==> src/rtl/nand_ecc_pkg.sv <==
package nand_ecc_pkg;

    localparam int WORD_W = 32;
    localparam int HALF_W = 16;
    localparam int BYTE_W = 8;
    localparam int LANE_W = 3;   // log2 of BYTE_W: bit-position index width

    // Pack a raw parity word into the three stored code bytes.
    function automatic logic [23:0] pack_code(input logic [WORD_W-1:0] w);
        logic [7:0] b0, b1, b2;
        b0 = w[7:0];
        b1 = w[23:16];
        b2 = {w[27:24], w[11:8]};
        return {b2, b1, b0};
    endfunction

    // Mask of the bit positions within a byte whose index has bit k set.
    function automatic logic [BYTE_W-1:0] lane_mask(input int k);
        logic [BYTE_W-1:0] m;
        for (int i = 0; i < BYTE_W; i++) begin
            m[i] = ((i >> k) & 1) == 1;
        end
        return m;
    endfunction

endpackage

==> src/rtl/ecc_byte_par.sv <==
module ecc_byte_par
    import nand_ecc_pkg::*;
#(
    parameter int ADDR_W = 9,
    parameter int PAIRS  = LANE_W + ADDR_W
) (
    input  logic [BYTE_W-1:0] data_i,
    input  logic [ADDR_W-1:0] addr_i,
    output logic [PAIRS-1:0]  odd_o,
    output logic [PAIRS-1:0]  even_o
);

    logic byte_par;
    assign byte_par = ^data_i;

    // Bit-level groups: split the byte by bit k of the bit position.
    for (genvar k = 0; k < LANE_W; k++) begin : g_lane
        localparam logic [BYTE_W-1:0] MASK = lane_mask(k);
        assign odd_o[k]  = ^(data_i & MASK);
        assign even_o[k] = ^(data_i & ~MASK);
    end

    // Address-level groups: the whole byte counts toward one side of each pair.
    for (genvar j = 0; j < ADDR_W; j++) begin : g_addr
        assign odd_o[LANE_W+j]  = byte_par & addr_i[j];
        assign even_o[LANE_W+j] = byte_par & ~addr_i[j];
    end

endmodule

==> src/rtl/ecc_region_bank.sv <==
module ecc_region_bank
    import nand_ecc_pkg::*;
#(
    parameter int NUM_REGIONS = 4,
    parameter int PAIRS       = 12,
    parameter int RIDX_W      = 2
) (
    input  logic              clk,
    input  logic              rst_n,
    input  logic              acc_en_i,
    input  logic [RIDX_W-1:0] acc_sel_i,
    input  logic [PAIRS-1:0]  acc_odd_i,
    input  logic [PAIRS-1:0]  acc_even_i,
    input  logic              clr_en_i,
    input  logic [RIDX_W-1:0] clr_sel_i,
    input  logic [RIDX_W-1:0] rd_sel_i,
    output logic [WORD_W-1:0] rd_word_o
);

    localparam int PAD_W = HALF_W - PAIRS;

    typedef struct packed {
        logic [PAIRS-1:0] odd;
        logic [PAIRS-1:0] even;
    } par_t;

    par_t regs_d [NUM_REGIONS];
    par_t regs_q [NUM_REGIONS];

    always_comb begin
        for (int r = 0; r < NUM_REGIONS; r++) begin
            regs_d[r] = regs_q[r];
            if (clr_en_i && clr_sel_i == RIDX_W'(r)) begin
                regs_d[r] = '0;
            end
            if (acc_en_i && acc_sel_i == RIDX_W'(r)) begin
                regs_d[r].odd  = regs_d[r].odd  ^ acc_odd_i;
                regs_d[r].even = regs_d[r].even ^ acc_even_i;
            end
        end
    end

    always_ff @(posedge clk or negedge rst_n) begin
        if (!rst_n) begin
            for (int r = 0; r < NUM_REGIONS; r++) begin
                regs_q[r] <= '0;
            end
        end else begin
            for (int r = 0; r < NUM_REGIONS; r++) begin
                regs_q[r] <= regs_d[r];
            end
        end
    end

    assign rd_word_o = {{PAD_W{1'b0}}, regs_q[rd_sel_i].even,
                        {PAD_W{1'b0}}, regs_q[rd_sel_i].odd};

    AST_QUIET_HOLD: assert property (@(posedge clk) disable iff (!rst_n)
        (!acc_en_i && !clr_en_i) |=> $stable(regs_q[rd_sel_i]))
        else $error("region changed without accumulate or clear");

    AST_READ_CLEARS: assert property (@(posedge clk) disable iff (!rst_n)
        (clr_en_i && !(acc_en_i && acc_sel_i == clr_sel_i))
            |=> regs_q[$past(clr_sel_i)] == '0)
        else $error("read did not clear region");

endmodule

==> src/rtl/nand_ecc_gen.sv <==
module nand_ecc_gen
    import nand_ecc_pkg::*;
#(
    parameter int REGION_BYTES = 512,
    parameter int NUM_REGIONS  = 4
) (
    input  logic        clk,
    input  logic        rst_n,
    input  logic        start_i,
    input  logic [1:0]  cfg_last_i,
    input  logic        strb_i,
    input  logic [7:0]  data_i,
    input  logic        rd_en_i,
    input  logic [1:0]  rd_sel_i,
    output logic [31:0] rd_word_o,
    output logic [7:0]  rd_b0_o,
    output logic [7:0]  rd_b1_o,
    output logic [7:0]  rd_b2_o,
    output logic        busy_o,
    output logic        done_o
);

    localparam int ADDR_W = $clog2(REGION_BYTES);
    localparam int PAIRS  = LANE_W + ADDR_W;
    localparam int RIDX_W = 2;
    localparam logic [ADDR_W-1:0] CNT_MAX = ADDR_W'(REGION_BYTES - 1);

    typedef struct packed {
        logic              busy;
        logic              done;
        logic [RIDX_W-1:0] last;
        logic [RIDX_W-1:0] rgn;
        logic [ADDR_W-1:0] cnt;
    } seq_t;

    seq_t s_d, s_q;
    logic acc_en;
    logic [PAIRS-1:0] c_odd, c_even;
    logic [23:0] packed_code;

    assign acc_en = s_q.busy && strb_i && !start_i;

    always_comb begin
        s_d = s_q;
        if (start_i) begin
            s_d.busy = 1'b1;
            s_d.done = 1'b0;
            s_d.last = cfg_last_i;
            s_d.rgn  = '0;
            s_d.cnt  = '0;
        end else if (acc_en) begin
            if (s_q.cnt == CNT_MAX) begin
                s_d.cnt = '0;
                if (s_q.rgn == s_q.last) begin
                    s_d.busy = 1'b0;
                    s_d.done = 1'b1;
                end else begin
                    s_d.rgn = s_q.rgn + 1'b1;
                end
            end else begin
                s_d.cnt = s_q.cnt + 1'b1;
            end
        end
    end

    always_ff @(posedge clk or negedge rst_n) begin
        if (!rst_n) begin
            s_q <= '0;
        end else begin
            s_q <= s_d;
        end
    end

    ecc_byte_par #(.ADDR_W(ADDR_W), .PAIRS(PAIRS)) u_par (
        .data_i (data_i),
        .addr_i (s_q.cnt),
        .odd_o  (c_odd),
        .even_o (c_even)
    );

    ecc_region_bank #(.NUM_REGIONS(NUM_REGIONS), .PAIRS(PAIRS), .RIDX_W(RIDX_W)) u_bank (
        .clk        (clk),
        .rst_n      (rst_n),
        .acc_en_i   (acc_en),
        .acc_sel_i  (s_q.rgn),
        .acc_odd_i  (c_odd),
        .acc_even_i (c_even),
        .clr_en_i   (rd_en_i),
        .clr_sel_i  (rd_sel_i),
        .rd_sel_i   (rd_sel_i),
        .rd_word_o  (rd_word_o)
    );

    assign packed_code = pack_code(rd_word_o);
    assign rd_b0_o     = packed_code[7:0];
    assign rd_b1_o     = packed_code[15:8];
    assign rd_b2_o     = packed_code[23:16];
    assign busy_o      = s_q.busy;
    assign done_o      = s_q.done;

    AST_START_ARMS: assert property (@(posedge clk) disable iff (!rst_n)
        start_i |=> (busy_o && !done_o && s_q.cnt == '0 && s_q.rgn == '0))
        else $error("start did not arm");

    AST_REGION_STEP: assert property (@(posedge clk) disable iff (!rst_n)
        (acc_en && s_q.cnt == CNT_MAX && s_q.rgn != s_q.last)
            |=> (s_q.rgn == $past(s_q.rgn) + 1'b1 && s_q.cnt == '0 && busy_o))
        else $error("region did not advance");

    AST_FINISH: assert property (@(posedge clk) disable iff (!rst_n)
        (acc_en && s_q.cnt == CNT_MAX && s_q.rgn == s_q.last) |=> (!busy_o && done_o))
        else $error("pass did not finish");

    AST_DONE_IDLE: assert property (@(posedge clk) disable iff (!rst_n)
        done_o |-> !busy_o)
        else $error("done while busy");

    AST_RGN_BOUND: assert property (@(posedge clk) disable iff (!rst_n)
        busy_o |-> s_q.rgn <= s_q.last)
        else $error("region past configured last");

endmodule

==> config.mk <==
export PLATFORM = sky130hd
export DESIGN_NAME = nand_ecc_gen
export DESIGN_NICKNAME = d
export VERILOG_FILES = /design/src/rtl/nand_ecc_pkg.sv /design/src/rtl/ecc_byte_par.sv /design/src/rtl/ecc_region_bank.sv /design/src/rtl/nand_ecc_gen.sv
export SDC_FILE = /design/constraint.sdc
export NUM_CORES = 1
export LEC_CHECK = 0
export ABC_CLOCK_PERIOD_IN_PS = 2700
export BUFFER_PORTS_ARGS = -buffer_cell sky130_fd_sc_hd__buf_4
export CORE_MARGIN = 2
export CORE_UTILIZATION = 23
export CTS_CLUSTER_SIZE = 30
export DETAILED_ROUTE_END_ITERATION = 7
export PLACE_DENSITY = 0.37
export SYNTH_ARGS = -nofsm -noshare
export SYNTH_HDL_FRONTEND = slang
export SYNTH_SLANG_ARGS = --single-unit
==> constraint.sdc <==
create_clock -name clk -period 2.7 [get_ports clk]
set_clock_uncertainty 0.05 [all_clocks]
set_input_delay 0.135 -clock clk [delete_from_list [all_inputs] [get_ports clk]]
set_output_delay 0.135 -clock clk [all_outputs]
set_load 0.005 [all_outputs]
# == Word-level counts from Yosys, hierarchy flattened ==
# Index checks and enable logic that the tools add are counted.
# word_totals
ff_bits,111
word_cells,106
out_inout_bits,58
# op_classes
n_lt_le_gt_ge,1
reduce_logical,25
n_addsub,2
bitwise_logic,36
mux,20
n_eq_ne,9
# op_table
cell,n
24-bit 2-to-1 mux,10
12-bit bitwise XOR,8
8-bit XOR reduction,7
24-bit binary-select mux with 2-bit select,1
11-bit 2-to-1 mux,2
1-bit bitwise AND,18
2-bit 2-to-1 mux,6
1-bit logical AND,10
"9-bit by 1-bit adder with 9-bit output, second input constant",1
"9-bit equality test, second input constant",1
9-bit 2-to-1 mux,1
1-bit NOT,9
"2-bit equality test, second input constant",4
3-bit AND reduction,2
2-bit nonzero test,3
"2-bit by 1-bit equality test with 1-bit output, second input constant",2
2-bit logical NOT,2
"3-bit greater-or-equal comparator, second input constant",1
2-bit NOT with 3-bit output,1
"2-bit by 1-bit adder with 2-bit output, second input constant",1
2-bit equality test,1
"2-bit != test, second input constant",1
1-bit logical NOT,1

# == Logic depth before layout (Yosys ltp) ==
# Gate-level depths: netlist of run 1.
# logic_depth
ltp_word,5
depth_mapped,8
ltp_nobuf,8

# == Hierarchy ==
# A second synthesis of run 1 with hierarchy kept.
# hier_totals
hier_cells,588
hier_area_um2,5983.2
# by_module_without_submodules
mod,area_each_um2,instances,cells_each,seq_area_each_um2
ecc_region_bank,4765.8,1,451,2402.3
nand_ecc_gen,953.4,1,102,375.4
ecc_byte_par,264.0,1,35,0.0

# == Least setup slack after synthesis of run 1 ==
# OpenSTA, ideal clock, no wires.
# synth_timing
path_type,reg2reg
startpoint,register s_q[0] (netlist name)
endpoint,register s_q[2] (netlist name)
required_time_ns,2.572
path_slack_ns,0.887
n_path_buf,0
stages_incl_launch_ff,7
t_arrival_ns,1.685
cell_sequence,dfrtp_1 -> ha_1 -> nand3_1 -> nor3_1 -> ha_1 -> or4b_2 -> a21oi_1
# synth_between
elab_chain_cells,4
word_cells_on_any_way,5
cone_classes,1 x add/sub; 1 x eq/ne; 3 x mux
# synth_rtl
element,line,text
"start, declared",nand_ecc_gen.sv:36,"seq_t s_d, s_q;"
"start signal, assigned",nand_ecc_gen.sv:68,s_q <= '0;
"start signal, assigned",nand_ecc_gen.sv:70,s_q <= s_d;
9-bit by 1-bit adder with 9-bit output / 9-bit equality test (equally long branches),"nand_ecc_gen.sv:61, nand_ecc_gen.sv:52",
9-bit 2-to-1 mux *,nand_ecc_gen.sv:52,if (s_q.cnt == CNT_MAX) begin
11-bit 2-to-1 mux *,nand_ecc_gen.sv:51,end else if (acc_en) begin
11-bit 2-to-1 mux *,nand_ecc_gen.sv:45,if (start_i) begin
# Mark *: on every way between the ends. The rest lies on a longest branch, timed or not. The select of a mux whose other input is x is not followed.
# A chain may end at the register's enable or synchronous reset.

# == Worst setup path after layout of run 1 ==
# layout_timing
startpoint,register s_q[1] (netlist name)
endpoint,register s_q[10] (netlist name)
# layout_between
elab_chain_cells,3
# layout_rtl
element,line
9-bit equality test,nand_ecc_gen.sv:52
2-bit nonzero test (no source line),--
3-bit AND reduction (no source line),--
# Every way passes these cells.

==> results.md, run 1 <==
* Run status: complete, no violations
* DRT iter0 DRCs at 172
* Vias in the first global route at approximately 4400
* Crit path capture: s_q[10]
* Slew HR at 0.5938
* Ports at between 70 and 80
* Non-filler cells in the finished layout at roughly 970
* Worst-Margin Slew at between 600 and 700 ps
* Initial antenna violation count at 0
* Setup slack, reg-to-reg at 460 ps
* Setup violators final at 0
* CP Capture Type: register
* Mapped Cells at 584
* Sequential fraction of the synthesis area at 0.4455
* Largest net degree at the start of global routing at 53
* CTS tree: done
* Crit path arrival time at ~2400 ps
* Setup TNS Final at 0 ps
* Worst reg2reg path depth at 8
* Commonest non-fill, non-tap cell in the layout: dfrtp_1
* Crit path time final at 2239 ps
* Die Ht at around 170 um
* Req. time, crit path at between 2000 and 3000 ps
* Drt wl/cell at 16.86 um
* Drt drc at 0
* Final Max Slew Viols at 0
* VDD IR max at approximately 0.00025 V
* GPL Wtd Cong at between 0.7 and 0.8
* Core area at 26800 um^2
* R2R Path Start: s_q[1]
* Post-DP HPWL at ~10000 um
* N_diodes at 0
* Commonest non-fill, non-tap cells in the layout: 111 x dfrtp_1, 103 x nand2_1, 84 x buf_4, 76 x xnor2_1, 41 x xor2_1
* CTS buffer count at 9
* Crit Path Max Fanout at 11
* Netlist cell types at 32
* All-Layer GR Usage at 0.1214
* Die area at ~28000 um^2
* Clock sink count at roughly 110
* Class of the worst hold path: input pin to register
* Element type at the critical path start: register
* Fillers at around 2800
* R2R Path End: s_q[10]
* Design area at just over 7000 um^2
* Initial Util at 0.2326
* Grt ovf at 0
* Mapped Area at 6235 um^2
* RSZ-0062 raised after global routing: no
* #FFs+latches synth at 111
* Cell Chain, Critical Path: ha_1 > nand3_1 > nor3_1 > ha_1 > nand3_1 > nor2_1 > mux2i_1 > nor2_1
* Pwr dens at around 560 nW/um^2
* Placed Instances at around 950
* Die Span X at ~170 um
* Worst path max stage delay at ~660 ps
* Final hold vios at 0
* Reg clk slew, reported paths at approximately 70 ps
* Area delta synth->final at 14.73%
* Static Leak at 2.916 nW
* Post-cts sizing count at 0
* Worst-Skew Late Latency at 350 ps
* Dpl cell area at between 6000 and 7000 um^2
* Slowest stage cell on the critical path: dfrtp_1
* WL final at around 16000 um
* Share of cells above drive strength 1 at 0.2496
* Crit path launch: s_q[1]
* Pre-antenna DRT Iters at 4
* H-tree depth at 3
* Root buffer selected by CTS: clkbuf_16
* Syn_area_per_cell at between 10 and 15 um^2
* Vias at 4100
* Post-route ant nets at 0
* Worst Path Class, Setup: register to register
* Synth warn at 0
* Buffers on Ports at 66
* First-pass GRT wire length at ~26000 um
* CTS Buffer Depth at 2
* Row count at 60
* Max-Cap Viols at 0
* Final period util at 0.8293
* Vias per inst at about 4.2
* Fmax at around 0.45 GHz
* Nets at ~640
-- worst min-delay path by stage --
stage,startpoint,endpoint,cells after the start
2_1_floorplan,rst_n,busy_o,0
6_report,strb_i,s_q[1],3
4_1_cts,strb_i,s_q[1],3
3_5_place_dp,rst_n,u_bank.regs_q[1],1
5_1_grt,strb_i,s_q[8],3
3_3_place_gp,rst_n,u_bank.regs_q[49],1
-- what timing repair did --
action / CTS / global route
hold buffers: 4 / 0
setup buffers: 0 / 0
hold endpoints to repair: 42 / 0
-- report_power, final --
part,switching [W],total (W),internal (W)
logic,0.000474,0.000816,0.000342
registers,0.0000740,0.00186,0.00178
clock network,0.000645,0.00130,0.000656
total,0.00119,0.00397,0.00278
-- synth_stat cells --
cell | instances | area share
o21ai_0 | 1 | 0.00080
conb_1 | 1 | 0.00060
and2_1 | 4 | 0.0040
or3b_2 | 1 | 0.0014
xnor2_2 | 3 | 0.0078
mux4_2 | 24 | 0.087
nand2b_1 | 1 | 0.0010
inv_1 | 4 | 0.0024
nor3_1 | 33 | 0.026
xor2_2 | 1 | 0.0026
nor4_1 | 1 | 0.0010
nand3_1 | 26 | 0.021
or4b_2 | 1 | 0.0016
buf_2 | 2 | 0.0016
nand3_2 | 20 | 0.032
xor2_1 | 41 | 0.058
nor2_1 | 40 | 0.024
nand3b_1 | 2 | 0.0024
nand2_1 | 103 | 0.062
buf_1 | 1 | 0.00060
dfrtp_1 | 111 | 0.45
clkbuf_1 | 18 | 0.011
clkbuf_8 | 2 | 0.0044
xnor2_1 | 76 | 0.11
a21o_1 | 1 | 0.0012
mux2i_1 | 1 | 0.0016
a21oi_1 | 4 | 0.0032
mux2_2 | 2 | 0.0036
buf_6 | 12 | 0.022
nor3_2 | 5 | 0.0080
ha_1 | 6 | 0.012
buf_4 | 36 | 0.043
-- cell families (layout without fill, tap and decap cells) --
group,Yosys count,count (layout),synth area share
xor+xnor,121,121,0.1748
flops,111,111,0.4455
fa+ha+maj,6,6,0.01204
mux,27,27,0.09191
compound gates,6,6,0.005218
other cells,1,8,0.0006015
buf+inv,75,109,0.08489
simple gates,237,237,0.1850
-- layout make-up --
class	instances	area, um^2	area share
Multi-Input combinational cell	405	2965	0.4146
Sequential cell	111	2778	0.3883
Timing Repair Buffer	89	690.7	0.09655
Tap cell	341	426.7	0.05965
Clock buffer	12	246.5	0.03446
Clock inverter	4	31.28	0.004373
Inverter	4	15.01	0.002099
-- state kept, by name, indices dropped and copies added (netlist names) --
register,count
done_o,1
busy_o,1
s_q,13
u_bank.regs_q,96
-- per-layer routing --
metal	GRT usage	routed length, um	up-vias
li1	-	-	1931
met1	0.1632	7484	2102
met2	0.2038	8140	57
met3	0.01496	446	10
met4	0.03936	210	0
met5	0	0	-
-- per-stage QoR --
stage	setup slack (ps)	hold WS, ps	utilization	total power [W]
after floorplan	886.5	-210.6	-	0.002507
after global placement	507.8	101.8	0.2550	0.002702
after detailed placement	445.7	111.1	0.2550	0.002711
after CTS	432.5	28.84	0.2669	0.004036
after global routing	212.5	45.42	0.2669	0.004193
final	460.8	40.22	0.2669	0.003973
-- critical path: cells and delay by family (launching register included) --
kind / cells / cell delay [ps]
fa+ha+maj: 2 / 520
flops: 1 / 660
mux: 1 / 210
simple gates: 5 / 680
(Power assumes the default switching activity.)
==> inputs of run 2 (changes only) <==
--- a/config.mk
+++ b/config.mk
@@ -5,7 +5,8 @@
 export SDC_FILE = /design/constraint.sdc
 export NUM_CORES = 1
 export LEC_CHECK = 0
-export ABC_CLOCK_PERIOD_IN_PS = 2700
+export ABC_AREA = 1
+export ABC_CLOCK_PERIOD_IN_PS = 2200
 export BUFFER_PORTS_ARGS = -buffer_cell sky130_fd_sc_hd__buf_4
 export CORE_MARGIN = 2
 export CORE_UTILIZATION = 23
==> constraint.sdc (replaced) <==
create_clock -name clk -period 2.2 [get_ports clk]
set_clock_uncertainty 0.05 [all_clocks]
set_input_delay 0.11 -clock clk [delete_from_list [all_inputs] [get_ports clk]]
set_output_delay 0.11 -clock clk [all_outputs]
set_load 0.005 [all_outputs]
==> run 2 against run 1 <==
Net effect:
- synthesized area increased by 15%
- power increased by 26%
- non-clock buffer count increased by 15
- first-iteration DRC count increased by 140%
- largest cell class unchanged
- largest power group unchanged
==> results.md, run 2 <==
* Worst Path Class, Setup: register to register
* Post-DP HPWL at roughly 14000 um
* First-pass GRT wire length at between 30000 and 40000 um
* Initial antenna violation count at 0
* Area delta synth->final at 16.29%
* Fmax at a little over 0.5 GHz
* RSZ-0062 raised after global routing: no
* Max reg flops at 96
* CTS Buffer Depth at 2
* Worst-Skew Late Latency at 360 ps
* Commonest non-fill, non-tap cell in the layout: nand2_1
* Die Span X at around 180 um
* Slew HR at 0.6653
* Largest Register: u_bank.regs_q
* Netlist cell types at 29
* Core area at 30590 um^2
* Vias per inst at 4.418
* Crit path arrival time at roughly 2100 ps
* Clock sink count at between 100 and 150
* Post-synth ARST share at 1.000
* Share of the synthesized area in the top cell type at 0.3885
* Vias at 6309
* Setup TNS Final at 0 ps
* All-Layer GR Usage at 0.1388
* Largest net degree at the start of global routing at 73
* Hold Crit Start: strb_i
* Final period util at 0.8879
* R2R Path Start: s_q[7]
* Pwr dens at ~600 nW/um^2
* Row count at 64
* CTS buffer count at 9
* #FFs+latches synth at 111
* Non-filler cells in the finished layout at between 1000 and 1500
* Buffers on Ports at 66
* Setup violators final at 0
* Pre-antenna DRT Iters at 5
* Worst-Margin Slew at between 500 and 600 ps
* Commonest non-fill, non-tap cells in the layout: 341 x nand2_1, 145 x inv_1, 111 x dfrtp_1, 92 x buf_4, 90 x nand3_1
* VDD IR max at 0.0004115 V
* Grt ovf at 0
* Vias in the first global route at between 5000 and 6000
* Mapped Cells at 990
* Root buffer selected by CTS: clkbuf_16
* Crit Path Max Fanout at 7
* Hold-critical path depth at 5
* GPL Wtd Cong at 0.7402
* Post-synth EDFFs at 0
* Top_reg_cell synth: dfrtp_1
* Die Ht at between 150 and 200 um
* Crit path launch: s_q[7]
* Largest regs: u_bank.regs_q: 96 flops, s_q: 13 flops
* Nets at between 1000 and 1500
* Ports at 75
* Worst reg2reg path depth at 8
* Element type at the critical path start: register
* Share of cells above drive strength 1 at 0.1512
* Drt wl/cell at around 16 um
* Run status: complete, no violations
* Final hold vios at 0
* Drt drc at 0
* WL final at 22480 um
* H-tree depth at 3
* DRT iter0 DRCs at 421
* Area of the multi-input gates at around 3300 um^2
* Class of the worst hold path: input pin to register
* CP Capture Type: register
* Top-count cell post-synth: nand2_1
* Register Area at about 2800 um^2
* Max-Cap Viols at 0
* Req. time, crit path at between 2000 and 2500 ps
* Final Max Slew Viols at 0
* Crit path time final at slightly below 2000 ps
* Mapped Area at slightly above 7000 um^2
* Initial Util at 0.2337
* Setup slack, reg-to-reg at 250 ps
* Hold EP: s_q[8]
* Fillers at between 3000 and 4000
* Cell taking the most area after synthesis: dfrtp_1
* CTS tree: done
* Core Util, Final at 0.2718
* Commonest cells in the netlist: 341 x nand2_1, 145 x inv_1, 111 x dfrtp_1
* Syn_area_per_cell at 7.222 um^2
* Synth warn at 0
* R2R Path End: s_q[2]
* Die area at between 30000 and 40000 um^2
* Post-route ant nets at 0
* Static Leak at a little under 5 nW
* Placed Instances at 1407
* Post-CTS Setup Bufs at 0
* Reg clk slew, reported paths at approximately 70 ps
* Sequential fraction of the synthesis area at 0.3885
* N_diodes at 0
* Synth area leaders: dfrtp_1 39%, nand2_1 18%, inv_1 7.6%
[run 2: critical path, cell delays in order, from the launching register on]
cell	delay (ps)
dfrtp_1	460
inv_1	90
nor4_1	360
ha_1	220
inv_1	60
nor2_1	180
inv_1	90
nand2_1	230
nor3_1	100
[run 2: final cells by class]
class | count | area share
Multi-Input combinational cell | 647 | 0.3925
Sequential cell | 111 | 0.3341
Timing Repair Buffer | 104 | 0.1059
Inverter | 154 | 0.06953
Tap cell | 396 | 0.05959
Clock buffer | 12 | 0.03205
Clock inverter | 4 | 0.006321
[run 2: worst max-delay path by stage]
stage	endpoint	cells past startpoint
3_3_place_gp	s_q[5]	8
5_1_grt	s_q[3]	8
6_report	s_q[2]	8
4_1_cts	s_q[2]	8
3_5_place_dp	s_q[6]	8
2_1_floorplan	s_q[5]	9
[run 2: through the flow]
step / hold slack [ps] / power (W) / instance area [um^2] / setup slack [ps]
5_1_grt: 203.8 / 0.005242 / 8314 / 35.57
4_1_cts: 152.4 / 0.005075 / 8314 / 175.7
6_report: 168.8 / 0.004991 / 8314 / 246.7
3_5_place_dp: 40.62 / 0.003222 / 7945 / 196.2
3_3_place_gp: 38.41 / 0.003223 / 7945 / 217.2
2_1_floorplan: -235.6 / 0.002917 / 7176 / 437.8
[run 2: per-layer routing]
layer,vias to the layer above,part of all wire,GRT usage
met4,0,0.016,0.03484
met5,-,0,0
met2,113,0.47,0.2284
met3,19,0.030,0.01880
met1,3015,0.49,0.1920
li1,3162,-,-
[run 2: timing repair]
| item | 4_1_cts | 5_1_grt |
|---|---|---|
| hold endpoints to repair | 30 | 0 |
| hold buffers | 5 | 0 |
| gates resized for setup | 0 | 0 |
| setup endpoints to repair | 0 | 0 |
[run 2: logic make-up (layout without fill, tap and decap cells)]
group           count (synthesis)  after routing  synth area share
compound gates                 53             53           0.05250
xor+xnor                       34             34           0.04165
simple gates                  546            546            0.3448
fa+ha+maj                       6              6           0.01050
flops                         111            111            0.3885
buf+inv                       239            274            0.1615
other cells                     1              8         0.0005245
[run 2: where the power goes]
group	total [W]	switching, W	internal, W	leakage [nW]
Sequential	0.00222	0.0000673	0.00215	1.52
Clock	0.00182	0.000839	0.000983	0.159
Combinational	0.000948	0.000620	0.000329	3.14
